### config.mk
export PLATFORM = sky130hd
export DESIGN_NAME = lsu_core
export DESIGN_NICKNAME = d
export VERILOG_FILES = /design/src/rtl/lsu_pkg.sv /design/src/rtl/lsu_agen.sv /design/src/rtl/lsu_store_pack.sv /design/src/rtl/lsu_load_unpack.sv /design/src/rtl/lsu_core.sv
export SDC_FILE = /design/constraint.sdc
export NUM_CORES = 1
export LEC_CHECK = 0
export BUFFER_PORTS_ARGS = -buffer_cell sky130_fd_sc_hd__buf_4
export CAP_MARGIN = 20
export CORE_AREA = 2 2 84 86
export CTS_BUF_LIST = sky130_fd_sc_hd__clkbuf_2
export DETAILED_ROUTE_END_ITERATION = 10
export DIE_AREA = 0 0 86 88
export PLACE_DENSITY = 0.9
export SLEW_MARGIN = 5
export SYNTH_ARGS = -nofsm -noshare
export SYNTH_HDL_FRONTEND = slang
export SYNTH_SLANG_ARGS = --single-unit
### constraint.sdc
create_clock -name clk -period 3.3 [get_ports clk]
set_input_delay 0.165 -clock clk [delete_from_list [all_inputs] [get_ports clk]]
set_output_delay 0.165 -clock clk [all_outputs]
set_load 0.05 [all_outputs]
### src/rtl/lsu_pkg.sv
// Shared definitions for the load store unit.
// Assumes a two-bit operation field driven by the processor.
package lsu_pkg;
    typedef enum logic [1:0] {
        OP_LDW = 2'b00,
        OP_STW = 2'b01,
        OP_LDB = 2'b10,
        OP_NOP = 2'b11
    } lsu_op_e;
endpackage

### src/rtl/lsu_agen.sv
// Address generator: adds a sign-extended displacement to a base value,
// splits the result into a word-aligned line address and a lane index,
// and flags addresses that do not sit on a word boundary.
// Assumes DW/8 is a power of two.
module lsu_agen #(
    parameter int AW    = 32,
    parameter int OFF_W = 16,
    parameter int DW    = 32
) (
    input  logic [AW-1:0]     base,
    input  logic [OFF_W-1:0]  disp,
    output logic [AW-1:0]     line_addr,
    output logic [$clog2(DW/8)-1:0] lane,
    output logic              unaligned
);
    localparam int LANE_W = $clog2(DW/8);

    logic [AW-1:0] byte_addr;

    // Form the byte address with the displacement sign-extended to AW bits.
    always_comb begin
        byte_addr = base + {{(AW-OFF_W){disp[OFF_W-1]}}, disp};
        line_addr = {byte_addr[AW-1:LANE_W], {LANE_W{1'b0}}};
        lane      = byte_addr[LANE_W-1:0];
        unaligned = |byte_addr[LANE_W-1:0];
    end
endmodule

### src/rtl/lsu_store_pack.sv
// Store packer: places the bytes of a register word into memory lanes.
// Lane k receives the byte destined for line address + k; BIG puts the
// most significant byte into lane 0.
module lsu_store_pack #(
    parameter int DW  = 32,
    parameter bit BIG = 1'b1
) (
    input  logic [DW-1:0] word_in,
    output logic [DW-1:0] lanes_out
);
    localparam int NB = DW / 8;

    for (genvar k = 0; k < NB; k++) begin : g_lane
        if (BIG) begin : g_big
            assign lanes_out[8*k +: 8] = word_in[DW-1-8*k -: 8];
        end else begin : g_little
            assign lanes_out[8*k +: 8] = word_in[8*k +: 8];
        end
    end
endmodule

### src/rtl/lsu_load_unpack.sv
// Load unpacker: turns memory lanes into a register value. A word is
// assembled in the selected byte order; a single byte is picked by
// lane index and sign-extended.
module lsu_load_unpack #(
    parameter int DW  = 32,
    parameter bit BIG = 1'b1
) (
    input  logic [DW-1:0]            lanes_in,
    input  logic [$clog2(DW/8)-1:0]  lane_sel,
    input  logic                     pick_byte,
    output logic [DW-1:0]            value
);
    localparam int NB     = DW / 8;
    localparam int LANE_W = $clog2(NB);

    logic [DW-1:0] word_val;
    logic [7:0]    byte_val;

    for (genvar k = 0; k < NB; k++) begin : g_lane
        if (BIG) begin : g_big
            assign word_val[DW-1-8*k -: 8] = lanes_in[8*k +: 8];
        end else begin : g_little
            assign word_val[8*k +: 8] = lanes_in[8*k +: 8];
        end
    end

    // Select the addressed lane for a byte load.
    always_comb begin
        byte_val = 8'h00;
        for (int k = 0; k < NB; k++) begin
            if (lane_sel == LANE_W'(k)) byte_val = lanes_in[8*k +: 8];
        end
    end

    // Choose between the full word and the sign-extended byte.
    always_comb begin
        value = pick_byte ? {{(DW-8){byte_val[7]}}, byte_val} : word_val;
    end
endmodule

### src/rtl/lsu_core.sv
// Load store unit top: decodes the request, refuses misaligned word
// accesses, drives a synchronous memory and returns a response one
// cycle later. Assumes memory read data arrives one clock after
// mem_rd_en and that mem_wr_en writes all lanes.
module lsu_core
    import lsu_pkg::*;
#(
    parameter int AW         = 32,
    parameter int DW         = 32,
    parameter int OFF_W      = 16,
    parameter bit BIG_ENDIAN = 1'b1
) (
    input  logic             clk,
    input  logic             rst_n,
    input  logic             req_valid,
    input  logic [1:0]       req_op,
    input  logic [AW-1:0]    base_addr,
    input  logic [OFF_W-1:0] offset,
    input  logic [DW-1:0]    store_data,
    output logic [AW-1:0]    mem_addr,
    output logic             mem_rd_en,
    output logic             mem_wr_en,
    output logic [DW-1:0]    mem_wdata,
    input  logic [DW-1:0]    mem_rdata,
    output logic             resp_valid,
    output logic [DW-1:0]    resp_data,
    output logic             fault
);
    localparam int LANE_W = $clog2(DW/8);

    lsu_op_e           op;
    logic              accept, word_op, fault_now, unaligned;
    logic [LANE_W-1:0] lane, lane_q;
    logic              rsp_valid_q, fault_q, load_q, byte_q;
    logic [DW-1:0]     unpacked;

    lsu_agen #(.AW(AW), .OFF_W(OFF_W), .DW(DW)) u_agen (
        .base      (base_addr),
        .disp      (offset),
        .line_addr (mem_addr),
        .lane      (lane),
        .unaligned (unaligned)
    );

    lsu_store_pack #(.DW(DW), .BIG(BIG_ENDIAN)) u_pack (
        .word_in   (store_data),
        .lanes_out (mem_wdata)
    );

    lsu_load_unpack #(.DW(DW), .BIG(BIG_ENDIAN)) u_unpack (
        .lanes_in  (mem_rdata),
        .lane_sel  (lane_q),
        .pick_byte (byte_q),
        .value     (unpacked)
    );

    // Decode the request and gate memory strobes on alignment.
    always_comb begin
        op        = lsu_op_e'(req_op);
        accept    = req_valid && (op != OP_NOP);
        word_op   = (op == OP_LDW) || (op == OP_STW);
        fault_now = accept && word_op && unaligned;
        mem_rd_en = accept && !fault_now && (op != OP_STW);
        mem_wr_en = accept && !fault_now && (op == OP_STW);
    end

    // Register the response context for the following cycle.
    always_ff @(posedge clk) begin
        if (!rst_n) begin
            rsp_valid_q <= 1'b0;
            fault_q     <= 1'b0;
            load_q      <= 1'b0;
            byte_q      <= 1'b0;
            lane_q      <= '0;
        end else begin
            rsp_valid_q <= accept;
            fault_q     <= fault_now;
            load_q      <= mem_rd_en;
            byte_q      <= mem_rd_en && (op == OP_LDB);
            lane_q      <= lane;
        end
    end

    // Drive the response; only a completed load returns data.
    always_comb begin
        resp_valid = rsp_valid_q;
        fault      = fault_q;
        resp_data  = load_q ? unpacked : '0;
    end

    // every accepted request is answered in the next cycle.
    a_r8_resp_next: assert property (@(posedge clk) disable iff (!rst_n)
        (req_valid && req_op != 2'b11) |=> resp_valid);

    // idle or invalid requests produce no response.
    a_r2_idle_silent: assert property (@(posedge clk) disable iff (!rst_n)
        !(req_valid && req_op != 2'b11) |=> !resp_valid);

    // a misaligned word request never reaches memory.
    a_r3_no_mem_cycle: assert property (@(posedge clk) disable iff (!rst_n)
        (req_valid && (req_op == 2'b00 || req_op == 2'b01)
         && ((base_addr[1:0] + offset[1:0]) != 2'b00))
        |-> (!mem_wr_en && !mem_rd_en));

    // a faulting response carries zero data.
    a_r3_fault_zero: assert property (@(posedge clk) disable iff (!rst_n)
        fault |-> (resp_valid && resp_data == '0));

    // writes are whole aligned words and never overlap a read.
    a_r7_store_aligned: assert property (@(posedge clk) disable iff (!rst_n)
        mem_wr_en |-> (mem_addr[1:0] == 2'b00 && !mem_rd_en));

    // a byte load result is sign-extended from bit 7.
    a_r6_byte_sext: assert property (@(posedge clk) disable iff (!rst_n)
        (rsp_valid_q && byte_q) |-> (resp_data[DW-1:8] == {(DW-8){resp_data[7]}}));
endmodule

# After elaboration in Yosys (flattened, before gate mapping)
# Index checks and enable logic that the tools add are counted.
# classes
n_addsub	1
mul	0
div_mod_pow	0
n_lt_le_gt_ge	0
n_eq_ne	7
n_shift	0
mux	6
n_bitwise	0
n_reduce_logical	12
# op_table
op	n
$mux W32	2
$add A32 B32 Y32	1
$mux W8	4
$logic_and A1 B1 Y1	7
$eq A2 B2 Y1 const B	3
$eq A2 B1 Y1 const B	2
$logic_not A2 Y1	2
$ne A2 B1 Y1 const B	1
$ne A2 B2 Y1 const B	1
$reduce_or A2 Y1	1
$logic_not A1 Y1	1
$logic_or A1 B1 Y1	1
# totals
reg_bits	6
latch_bits	0
ram_bits	0
romBits	0
in_bits	117
output_inout_bits	100
wordCells	31
memories	0

# Depth between registers and ports, before layout
# depth
ltp_word	8
mapped_depth	10
mapped_depth_nobuf	10

# By module
# From an unflattened synthesis, not the netlist that was laid out.
# hier_totals
hier_cells	410
area_unflattened_um2	2935.3
# by_module_without_submodules
mod	instances	cells_each	area_each_um2	seq_area_each_um2
lsu_agen	1	225	1626.6	0.0
lsu_load_unpack	1	102	624.3	0.0
lsu_core	1	51	444.2	120.1
lsu_store_pack	1	32	240.2	0.0

# Worst setup path after synthesis
# OpenSTA, ideal clock, no wires.
# synth_timing
path_kind	input-to-output
start	input offset[0]
end	output mem_addr[28]
arrival_ns	3.049
required_time_ns	3.135
path_slack_ns	0.086
stages	10
n_path_buf	0
cell_sequence	ha_1 -> inv_1 -> fa_1 -> nor2b_4 -> o2111ai_1 -> a21oi_2 -> o41ai_4 -> a21oi_2 -> and4b_2 -> a211oi_1
# synth_between
elab_chain_cells	1
# synth_rtl
item	line_no	source
from (decl)	lsu_core.sv:18	input logic [OFF_W-1:0] offset,
$add A32 B32 Y32	lsu_agen.sv:22	byte_addr = base + {{(AW-OFF_W){disp[OFF_W-1]}}, disp};
to (decl)	lsu_core.sv:20	output logic [AW-1:0] mem_addr,
# No other way between the ends.

# Worst setup path after layout
# Ends and elaborated chain as after synthesis.

==> qor.txt <==
SETUP PATH
--------------------------------------------------------------------------------
Bufs and invs on worst path                                                    3
Master of the slowest instance on the critical path                 sky130_fd_sc_hd__fa_1
Setup Crit Path Kind                                                      in2out
Max stage delay on crit path                                             0.44 ns
Worst EP arrival                                                         2.59 ns
Worst setup EP type                                                 primary output
Worst Setup Start Kind                                                 input pin
Critical path cell sequence                                         buf_4, ha_1, inv_1, fa_1, nor2b_4, o2111ai_1, a21oi_2, o41ai_4, a21oi_2, and4b_2, a211oi_1, buf_4
Cell family with the largest share of critical-path delay           compound AO/OA/AOI/OAI gates
Logic depth of the worst path, buffers included                               12
Critical path data required time                                         3.13 ns
Crit Path Max Fanout                                                           5

FLOW RUN
--------------------------------------------------------------------------------
Max Cap Violations                                                             0

CLOCK NETWORK
--------------------------------------------------------------------------------
Root buffer cell                                                    sky130_fd_sc_hd__clkbuf_2
Post-CTS resize count                                                          0
Sinks on the clock net                                                         6
CTS tree                                                                     yes
# Post-CTS Setup Buffers                                                       0
CTS clk-pin slew, worst paths                                            0.06 ns
CTS H-tree depth                                                               1
Maximum count of clock buffers along a single path                             2
TritonCTS Buffers                                                              3
Number of buffers added to fix hold violations after cts                       0

STA
--------------------------------------------------------------------------------
Count of endpoints failing hold in the final timing report                     0
RSZ-0062 raised after global routing                                       false
Highest clock rate                                                    0.3632 GHz
Number of pins exceeding their max-slew limit in the final report              0
Total negative setup slack                                                  0 ns
Transition time at the pin with the least slew margin                  0.8863 ns
Tcrit/Tclk final                                                          0.8344
Slew Limit Headroom                                                       0.4091
Time the worst path needs with I/O delays and setup                     2.754 ns
Final setup viols                                                              0

PLACE
--------------------------------------------------------------------------------
# port buffers                                                               150
Number of placed instances with taps included                                580
Detailed Place HPWL                                                     7.444 mm
Routability cong.                                                         0.9436

LOGIC SYNTHESIS
--------------------------------------------------------------------------------
Dominant synthesized flop cell                                      sky130_fd_sc_hd__dfxtp_1
Total number of yosys warnings                                                 0
Main area contributors after synthesis                              sky130_fd_sc_hd__ha_1 (14%), sky130_fd_sc_hd__nor2_1 (9.9%), sky130_fd_sc_hd__buf_4 (9.8%)
Post-Syn Area                                                       0.002688 sq mm
Proportion of synthesized chip area in sequential cells                  0.04469
Synthesized flop and latch total                                               6
Number of unique standard cell types used by synthesis                        56
Fraction of post-synthesis cell area in the top cell type by area         0.1443
Number of enable-type register cells in the synthesized netlist                0
Async SR Flop Fraction                                                         0
Synthesized area divided by synthesized cell count                   6.787 sq um
Count of mapped cells out of synthesis                                       396
Largest area contributor in the synthesized netlist                 sky130_fd_sc_hd__ha_1

LAYOUT
--------------------------------------------------------------------------------
Fraction of layout instances using a drive strength above 1               0.3400
Syn-to-layout area delta                                                  34.96%
Count of non-filler cells in the finished layout                             583
Nets                                                                         654
Number of diodes                                                               0

FLOORPLANNING
--------------------------------------------------------------------------------
Number of cell rows                                                           30
Placeable core region                                               0.006644 sq mm
Overall die height                                                         88 um
I/O pin count                                                                217
Total Die Area                                                      0.007568 sq mm
Die extent in x                                                            86 um
Initial core utilization                                                  0.4045

WORST HOLD PATH
--------------------------------------------------------------------------------
Cell depth of the worst hold path                                              2
Min-delay worst type                                                      in2reg

DETAILED ROUTING
--------------------------------------------------------------------------------
M1 WL                                                                   3.165 mm
Starting DRT DRC Count                                                        83
Met3 routed WL                                                            727 um
Met2 WL                                                                 4.527 mm
Detailed-route wire length per cell                                     15.17 um
Max Used Layer                                                              met4
Remaining antenna violation count                                              0
DRC violations left                                                            0
Final wirelength                                                        8.847 mm
Count of vias placed by the detailed router                                 3282
Drt first pass iters                                                           5
Vias per std cell                                                          5.630

GRT
--------------------------------------------------------------------------------
Global-route wire length before repair                                  13.62 mm
Number of global-route vias before repair                                   3156
Maximum number of pins on one net before global-route repair                  28
Global route total overflow                                                    0
Number of antenna violations at the first check in global routing              0
Overall Global Routing Usage                                              0.2167

RUN STATUS
--------------------------------------------------------------------------------
Result of the run                                                   finished clean

POWER AND IR DROP
--------------------------------------------------------------------------------
Maximum VDD drop                                                       0.1984 mV
Areal power density over the cells                                  320.5 mW/mm^2
LEAKAGE                                                              0.001891 uW

==> path summary, 6_finish.rpt <==
check                  from      endpoint  slack [ns]
setup / recovery  offset[0]  mem_addr[28]        0.55
hold / removal    req_op[0]        byte_q        0.13
==> layout by cell type (no fill, tap or decap), drive strengths merged, types with 5 or more instances in the layout <==
| cell type | Yosys | routed |
|---|---|---|
| nor2b | 6 | 6 |
| o21ai | 17 | 17 |
| dfxtp | 6 | 6 |
| mux2i | 8 | 8 |
| a21oi | 40 | 40 |
| and3 | 5 | 5 |
| o211ai | 8 | 8 |
| xnor2 | 19 | 19 |
| inv | 10 | 10 |
| nand4 | 6 | 6 |
| buf | 38 | 152 |
| nand2 | 38 | 38 |
| ha | 31 | 31 |
| nor3 | 8 | 8 |
| o211a | 7 | 7 |
| nor2 | 71 | 71 |
| xor2 | 9 | 9 |
| a21o | 13 | 13 |
| nand3 | 5 | 5 |
==> per-stage QoR <==
step	hold WS, ns	setup slack, ns	power (uW)	area [sq um]	util
CTS	0.1173	0.5335	1163	3627	0.5460
global placement	0.3303	0.5864	1090	3612	0.5437
global route	0.1334	0.3837	1228	3627	0.5460
detailed placement	0.3303	0.5381	1109	3612	0.5437
finish	0.1285	0.5465	1163	3627	0.5460
floorplan	0.2411	0.08561	899.4	2691	-
==> cell families after synthesis <==
| family | after synthesis | synth area share |
|---|---|---|
| compound gates | 110 | 0.2863 |
| xor+xnor | 28 | 0.09125 |
| fa+ha+maj | 32 | 0.1518 |
| buf+inv | 59 | 0.1331 |
| flops | 6 | 0.04469 |
| mux | 9 | 0.03818 |
| other cells | 1 | 0.001395 |
| simple gates | 151 | 0.2533 |
==> per-layer routing <==
layer	vias to the layer above	track usage
li1	1596	-
met5	-	0
met3	38	0.04147
met4	0	0.1241
met1	1483	0.2144
met2	165	0.4193
==> layout make-up <==
type	instances	area, sq um
clock buffers	3	15.01
multi-input cells	332	2213
repair buffers	152	1141
fillers	656	3017
flip-flops and latches	6	120.1
well taps	80	100.1
inverters	10	37.54
==> synth_stat cells, drive strengths merged (9+ instances only) <==
master and instances:
a21o 13, ha 31, nand2 38, clkbuf 11, xnor2 19, buf 38
xor2 9, inv 10, nor2 71, o21ai 17, a21oi 40
==> power breakdown <==
part	switching, uW	internal [uW]
Combinational	664	362
Clock	25.7	24.6
Sequential	9.04	76.9
Total	699	464
==> sequential cells by signal, summed over array words and instances (netlist names) <==
register,flops
fault,1
load_q,1
lane_q,2
resp_valid,1
byte_q,1
No activity file was read; power rests on OpenSTA's default activity.
